[config.mk]
export PLATFORM = sky130hd
export DESIGN_NAME = qw_cracker
export DESIGN_NICKNAME = d
export VERILOG_FILES = /design/src/rtl/qw_pkg.sv /design/src/rtl/qw_screen.sv /design/src/rtl/qw_seq.sv /design/src/rtl/qw_uop_gen.sv /design/src/rtl/qw_cracker.sv
export SDC_FILE = /design/constraint.sdc
export NUM_CORES = 1
export LEC_CHECK = 0
export BUFFER_PORTS_ARGS = -buffer_cell sky130_fd_sc_hd__buf_2
export CAP_MARGIN = 20
export CORE_ASPECT_RATIO = 1.5
export CORE_MARGIN = 5
export CORE_UTILIZATION = 30
export DETAILED_ROUTE_END_ITERATION = 16
export PLACE_DENSITY_LB_ADDON = 0.2
export SYNTH_ARGS = -nofsm -noshare
export SYNTH_HDL_FRONTEND = slang
export SYNTH_SLANG_ARGS = --single-unit
export TNS_END_PERCENT = 30
[constraint.sdc]
create_clock -name clk_i -period 1.88 [get_ports clk_i]
set_input_delay 0.094 -clock clk_i [delete_from_list [all_inputs] [get_ports clk_i]]
set_output_delay 0.094 -clock clk_i [all_outputs]
set_load 0.02 [all_outputs]
[src/rtl/qw_pkg.sv]
package qw_pkg;
  typedef enum logic [2:0] {
    K_OTHER = 3'd0,
    K_QLOAD = 3'd1,
    K_QSTORE = 3'd2,
    K_QRESV = 3'd3,
    K_QCOND = 3'd4
  } kind_e;

  function automatic logic is_quad(logic [2:0] k);
    return (k == K_QLOAD) || (k == K_QSTORE) || (k == K_QRESV) || (k == K_QCOND);
  endfunction

  function automatic logic is_qload(logic [2:0] k);
    return (k == K_QLOAD) || (k == K_QRESV);
  endfunction
endpackage

[src/rtl/qw_screen.sv]
// Legality and alignment screening of an incoming operation
module qw_screen #(
  parameter int REG_W = 5,
  parameter int ALIGN_BITS = 4
) (
  input  logic [2:0]            kind_i,
  input  logic [REG_W-1:0]      rt_i,
  input  logic [REG_W-1:0]      ra_i,
  input  logic [REG_W-1:0]      rb_i,
  input  logic [ALIGN_BITS-1:0] addr_lo_i,
  input  logic                  le_i,
  output logic                  illegal_o,
  output logic                  align_exc_o,
  output logic                  split_o
);
  import qw_pkg::*;

  logic overlap;
  logic misaligned;

  assign overlap    = (ra_i == rt_i) || (rb_i == rt_i);
  assign misaligned = |addr_lo_i;

  assign illegal_o   = (kind_i == K_QRESV) && overlap;
  assign align_exc_o = !illegal_o && le_i && is_qload(kind_i) && misaligned;
  assign split_o     = is_quad(kind_i) && !illegal_o && !align_exc_o;

  always_comb begin
    a_r7_flags_exclusive: assert ($onehot0({illegal_o, align_exc_o}));
  end
endmodule

[src/rtl/qw_seq.sv]
// Two-phase sequencer: idle/first, then second
module qw_seq (
  input  logic clk_i,
  input  logic rst_ni,
  input  logic flush_i,
  input  logic in_valid_i,
  input  logic split_i,
  input  logic out_ready_i,
  output logic in_ready_o,
  output logic out_valid_o,
  output logic second_o
);
  logic sec_q, sec_d;

  assign out_valid_o = !flush_i && (sec_q || in_valid_i);
  assign in_ready_o  = !flush_i && out_ready_i && (sec_q || !split_i);
  assign second_o    = sec_q;

  always_comb begin
    sec_d = sec_q;
    if (flush_i)                                     sec_d = 1'b0;
    else if (!sec_q && in_valid_i && split_i && out_ready_i) sec_d = 1'b1;
    else if (sec_q && out_ready_i)                   sec_d = 1'b0;
  end

  always_ff @(posedge clk_i or negedge rst_ni) begin
    if (!rst_ni) sec_q <= 1'b0;
    else         sec_q <= sec_d;
  end

  a_r9_hold_upstream: assert property (@(posedge clk_i) disable iff (!rst_ni)
    (!sec_q && in_valid_i && split_i) |-> !in_ready_o);
  a_r10_flush_idle: assert property (@(posedge clk_i) disable iff (!rst_ni)
    flush_i |=> !second_o);
endmodule

[src/rtl/qw_uop_gen.sv]
// Builds register number and address for the current micro-op
module qw_uop_gen #(
  parameter int REG_W = 5,
  parameter int ADDR_W = 64,
  parameter int DW_BYTES = 8
) (
  input  logic [REG_W-1:0]  rt_i,
  input  logic [ADDR_W-1:0] addr_i,
  input  logic              le_i,
  input  logic              split_i,
  input  logic              phase_i,
  output logic [REG_W-1:0]  rt_o,
  output logic [ADDR_W-1:0] addr_o,
  output logic              repeat_o,
  output logic              second_o,
  output logic              inhibit_o
);
  localparam logic [ADDR_W-1:0] STEP = ADDR_W'(DW_BYTES);

  logic force_odd;
  assign force_odd = split_i && (le_i ^ phase_i);

  generate
    if (REG_W > 1) begin : g_wide
      assign rt_o = {rt_i[REG_W-1:1], rt_i[0] | force_odd};
    end else begin : g_narrow
      assign rt_o = rt_i | force_odd;
    end
  endgenerate

  assign addr_o    = (split_i && phase_i) ? addr_i + STEP : addr_i;
  assign repeat_o  = split_i;
  assign second_o  = split_i && phase_i;
  assign inhibit_o = split_i && phase_i;
endmodule

[src/rtl/qw_cracker.sv]
module qw_cracker #(
  parameter int REG_W = 5,
  parameter int ADDR_W = 64,
  parameter int QW_BYTES = 16
) (
  input  logic              clk_i,
  input  logic              rst_ni,
  input  logic              flush_i,
  input  logic              in_valid_i,
  output logic              in_ready_o,
  input  logic [2:0]        in_kind_i,
  input  logic [REG_W-1:0]  in_rt_i,
  input  logic [REG_W-1:0]  in_ra_i,
  input  logic [REG_W-1:0]  in_rb_i,
  input  logic [ADDR_W-1:0] in_addr_i,
  input  logic              in_le_i,
  output logic              out_valid_o,
  input  logic              out_ready_i,
  output logic [2:0]        out_kind_o,
  output logic [REG_W-1:0]  out_rt_o,
  output logic [REG_W-1:0]  out_ra_o,
  output logic [REG_W-1:0]  out_rb_o,
  output logic [ADDR_W-1:0] out_addr_o,
  output logic              out_repeat_o,
  output logic              out_second_o,
  output logic              out_irq_inhibit_o,
  output logic              out_illegal_o,
  output logic              out_align_exc_o
);
  localparam int ALIGN_BITS = $clog2(QW_BYTES);
  localparam int DW_BYTES   = QW_BYTES / 2;

  logic split, illegal, align_exc, phase;

  qw_screen #(.REG_W(REG_W), .ALIGN_BITS(ALIGN_BITS)) u_screen (
    .kind_i(in_kind_i), .rt_i(in_rt_i), .ra_i(in_ra_i), .rb_i(in_rb_i),
    .addr_lo_i(in_addr_i[ALIGN_BITS-1:0]), .le_i(in_le_i),
    .illegal_o(illegal), .align_exc_o(align_exc), .split_o(split)
  );

  qw_seq u_seq (
    .clk_i(clk_i), .rst_ni(rst_ni), .flush_i(flush_i),
    .in_valid_i(in_valid_i), .split_i(split), .out_ready_i(out_ready_i),
    .in_ready_o(in_ready_o), .out_valid_o(out_valid_o), .second_o(phase)
  );

  qw_uop_gen #(.REG_W(REG_W), .ADDR_W(ADDR_W), .DW_BYTES(DW_BYTES)) u_gen (
    .rt_i(in_rt_i), .addr_i(in_addr_i), .le_i(in_le_i),
    .split_i(split), .phase_i(phase),
    .rt_o(out_rt_o), .addr_o(out_addr_o), .repeat_o(out_repeat_o),
    .second_o(out_second_o), .inhibit_o(out_irq_inhibit_o)
  );

  assign out_kind_o      = in_kind_i;
  assign out_ra_o        = in_ra_i;
  assign out_rb_o        = in_rb_i;
  assign out_illegal_o   = illegal;
  assign out_align_exc_o = align_exc;

  a_r2_second_has_repeat: assert property (@(posedge clk_i) disable iff (!rst_ni)
    (out_valid_o && out_second_o) |-> out_repeat_o);
  a_r2_second_follows: assert property (@(posedge clk_i) disable iff (!rst_ni)
    (out_valid_o && out_ready_i && out_repeat_o && !out_second_o)
      |=> (flush_i || (out_valid_o && out_second_o)));
  a_r6_flagged_single: assert property (@(posedge clk_i) disable iff (!rst_ni)
    (out_valid_o && (out_illegal_o || out_align_exc_o)) |-> (!out_repeat_o && in_ready_o == out_ready_i));
  a_r3_same_pair: assert property (@(posedge clk_i) disable iff (!rst_ni)
    (out_valid_o && out_repeat_o) |-> (out_rt_o[REG_W-1:1] == in_rt_i[REG_W-1:1]));
endmodule

==> impl_metrics.json <==
{
  "outcome": "finished with violations",
  "violations": "setup timing",
  "synth_edf_count": 0,
  "ant_nets": 0,
  "synth-main-ff-cell": "dfrtp_1",
  "drive_gt1_share_pct": 59.78,
  "dp_cells": 502,
  "grt_pass1_wl_um": 11150,
  "path_class": "input port to primary output",
  "slew_violations": 0,
  "finalSetupViolCount": 58,
  "rsz0062_at_grt": "true",
  "yosysUniqueCellTypes": 30,
  "layout_min_cycle_time_ps": 2030,
  "yosys.area.top_type_share_pct": 29.52,
  "reg2reg_to": "u_seq.second_o",
  "io_buffers": 176,
  "async_reset_ff_share_pct": 100.0,
  "ioPinCount": 177,
  "syn_inst": 244,
  "grt_overflow_total": 0,
  "track_usage_pct": 16.86,
  "crit_end": "out_addr_o[5]",
  "routabilityCongestion": 0.8622,
  "synth.avg_cell_area_um2": 7.297,
  "maxCapViolations": 0,
  "syn-num-nets": 333,
  "synth_common_cells": "xnor2_1, nand4_1, nand3_1",
  "finalSetupTns_ps": -4625,
  "cp.required_ps": 1790,
  "reg2regPathDepth": 3,
  "slowest_stage": "o41ai_4",
  "drt-total-wl_um": 7421,
  "drtIter0Drc": 46,
  "clkTransAtPathRegs_ps": 0,
  "antenna_found_initial": 0,
  "crit_path_cell_trace": "buf_8, o41ai_4, o2bb2ai_2, buf_6, nand2_4, nor3_4, buf_4, buf_2, nand2_1, xnor2_1, buf_4",
  "cp_max_fo": 5,
  "drc": 0,
  "worst_path_largest_cell_delay_ps": 370,
  "syn-cell-area_um2": 1780,
  "largest_reg_flops": 1,
  "die-height_um": 104.4,
  "hpwl_um": 6159,
  "ir_drop_mv": 0.1179,
  "routedWlPerCell_um": 14.35,
  "clkLatencyLatePin_ps": 0,
  "dieArea_um2": 7607,
  "end_kind": "primary output",
  "r2r_setup_slack_ps": 980,
  "synth_area_leaders": "xnor2_1, nand4_1, buf_4",
  "period_share_pct": 108.0,
  "hp-class": "input port to flip-flop",
  "nNetsFinal": 536,
  "power_leakage_nw": 1.693,
  "cp_common_cell": "buf_4",
  "synth-seq-area-share_pct": 1.405,
  "grt_max_degree": 24,
  "start_util_pct": 30.77,
  "final_core_util_pct": 58.89,
  "grt_pass1_vias": 2619,
  "fmax_ghz": 0.4927,
  "power.density_nw_per_um2": 198.5,
  "yosys.area.top_type": "xnor2_1",
  "relSlewSlack_pct": 79.04,
  "fin_worst_skew_ps": 0,
  "crit-reg2reg-launch": "u_seq.second_o",
  "worstMarginPinSlew_ps": 314.5,
  "synth-seq-cells": 1,
  "row_count": 34,
  "fp.dieW_um": 72.90,
  "critPathLaunchType": "input port",
  "firstDrtPassIters": 4,
  "coreArea_um2": 5786,
  "final_cells": 517,
  "setup_slack_ps": -149.7,
  "crit_start": "in_addr_i[3]",
  "ys.warnings.count": 0,
  "antenna_cells": 0,
  "via_count": 2563,
  "viasPerCell": 4.957,
  "hold_viol": 0,
  "syn2layout_area_growth_pct": 91.36,
  "yosysMostFrequentCell": "xnor2_1",
  "arrival_ps": 1940
}
==> cells in the final DEF (no fill, tap or decap), drive strengths merged, types with 2 or more instances in the layout <==
master | Yosys | final
xor2 | 12 | 12
clkbuf | 3 | 2
inv | 3 | 3
and4 | 13 | 13
buf | 28 | 229
and2 | 9 | 9
nor3 | 4 | 4
nor2 | 9 | 9
nand3 | 24 | 24
nor2b | 4 | 4
xnor2 | 60 | 60
nor4b | 3 | 3
nand4 | 30 | 30
nand2 | 15 | 15
and3 | 18 | 18
==> timing repair <==
| item | in CTS | in global routing |
|---|---|---|
| hold buffers | 1 | 0 |
| pin swaps | 4 | 17 |
| setup endpoints to repair | 61 | 61 |
| gates resized for setup | 25 | 71 |
| buffers inserted | 0 | 10 |
| hold endpoints to repair | 1 | 0 |
| gates cloned | 0 | 4 |
==> power breakdown <==
group / switching, W / leakage, nW / total, W / internal (W)
combinational: 0.000344 / 1.68 / 0.000653 / 0.000310
sequential: 0.000000385 / 0.0138 / 0.0000231 / 0.0000227
clock: 0 / 0 / 0 / 0
==> final cells by class <==
cell class                 instances  area (um2)
fill                             568        2379
inverter                           3       11.26
multi-input combinational        209        1724
sequential                         1       25.02
tap                               72       90.09
timing repair buffer             232        1556
==> per-layer routing <==
metal	wire [um]	GRT usage (%)
met1	2469	17.13
met2	4316	35.27
met3	543	1.741
met4	92	2.243
met5	0	0
==> worst max-delay path: cells and delay by family <==
family,cells,cell delay [ps]
simple gates,3,390
compound gates,2,540
buf+inv,5,720
xor+xnor,1,180
==> per-stage QoR <==
step / total power (W) / hold slack [ps] / setup WS [ps] / instance area, um2
2_1_floorplan: 0.0003221 / -201.6 / -74.20 / 1843
4_1_cts: 0.0006166 / 371.3 / -132.0 / 3029
6_report: 0.0006763 / 363.5 / -149.7 / 3407
3_5_place_dp: 0.0005956 / -128.0 / -210.0 / 2938
5_1_grt: 0.0007215 / 376.7 / -277.8 / 3407
3_3_place_gp: 0.0005903 / -130.9 / -159.1 / 2938
==> worst min-delay path by stage <==
| stage | from | to | slack, ps | cells after the start |
|---|---|---|---|---|
| 2_1_floorplan | rst_ni | u_seq.second_o | -200 | 0 |
| 3_3_place_gp | rst_ni | u_seq.second_o | -130 | 1 |
| 3_5_place_dp | rst_ni | u_seq.second_o | -130 | 1 |
| 4_1_cts | in_valid_i | u_seq.second_o | 370 | 2 |
| 5_1_grt | in_valid_i | u_seq.second_o | 380 | 2 |
| 6_report | in_valid_i | u_seq.second_o | 360 | 2 |
==> cells by family (layout without fill, tap and decap cells) <==
family	after synthesis	in the layout	synth area share, %
compound gates	4	4	2.390
xor+xnor	72	72	35.42
fa+ha+maj	1	1	0.7026
buf+inv	34	235	12.72
flops	1	1	1.405
mux	1	1	0.6324
simple gates	131	131	46.73
(Power assumes the default switching activity.)
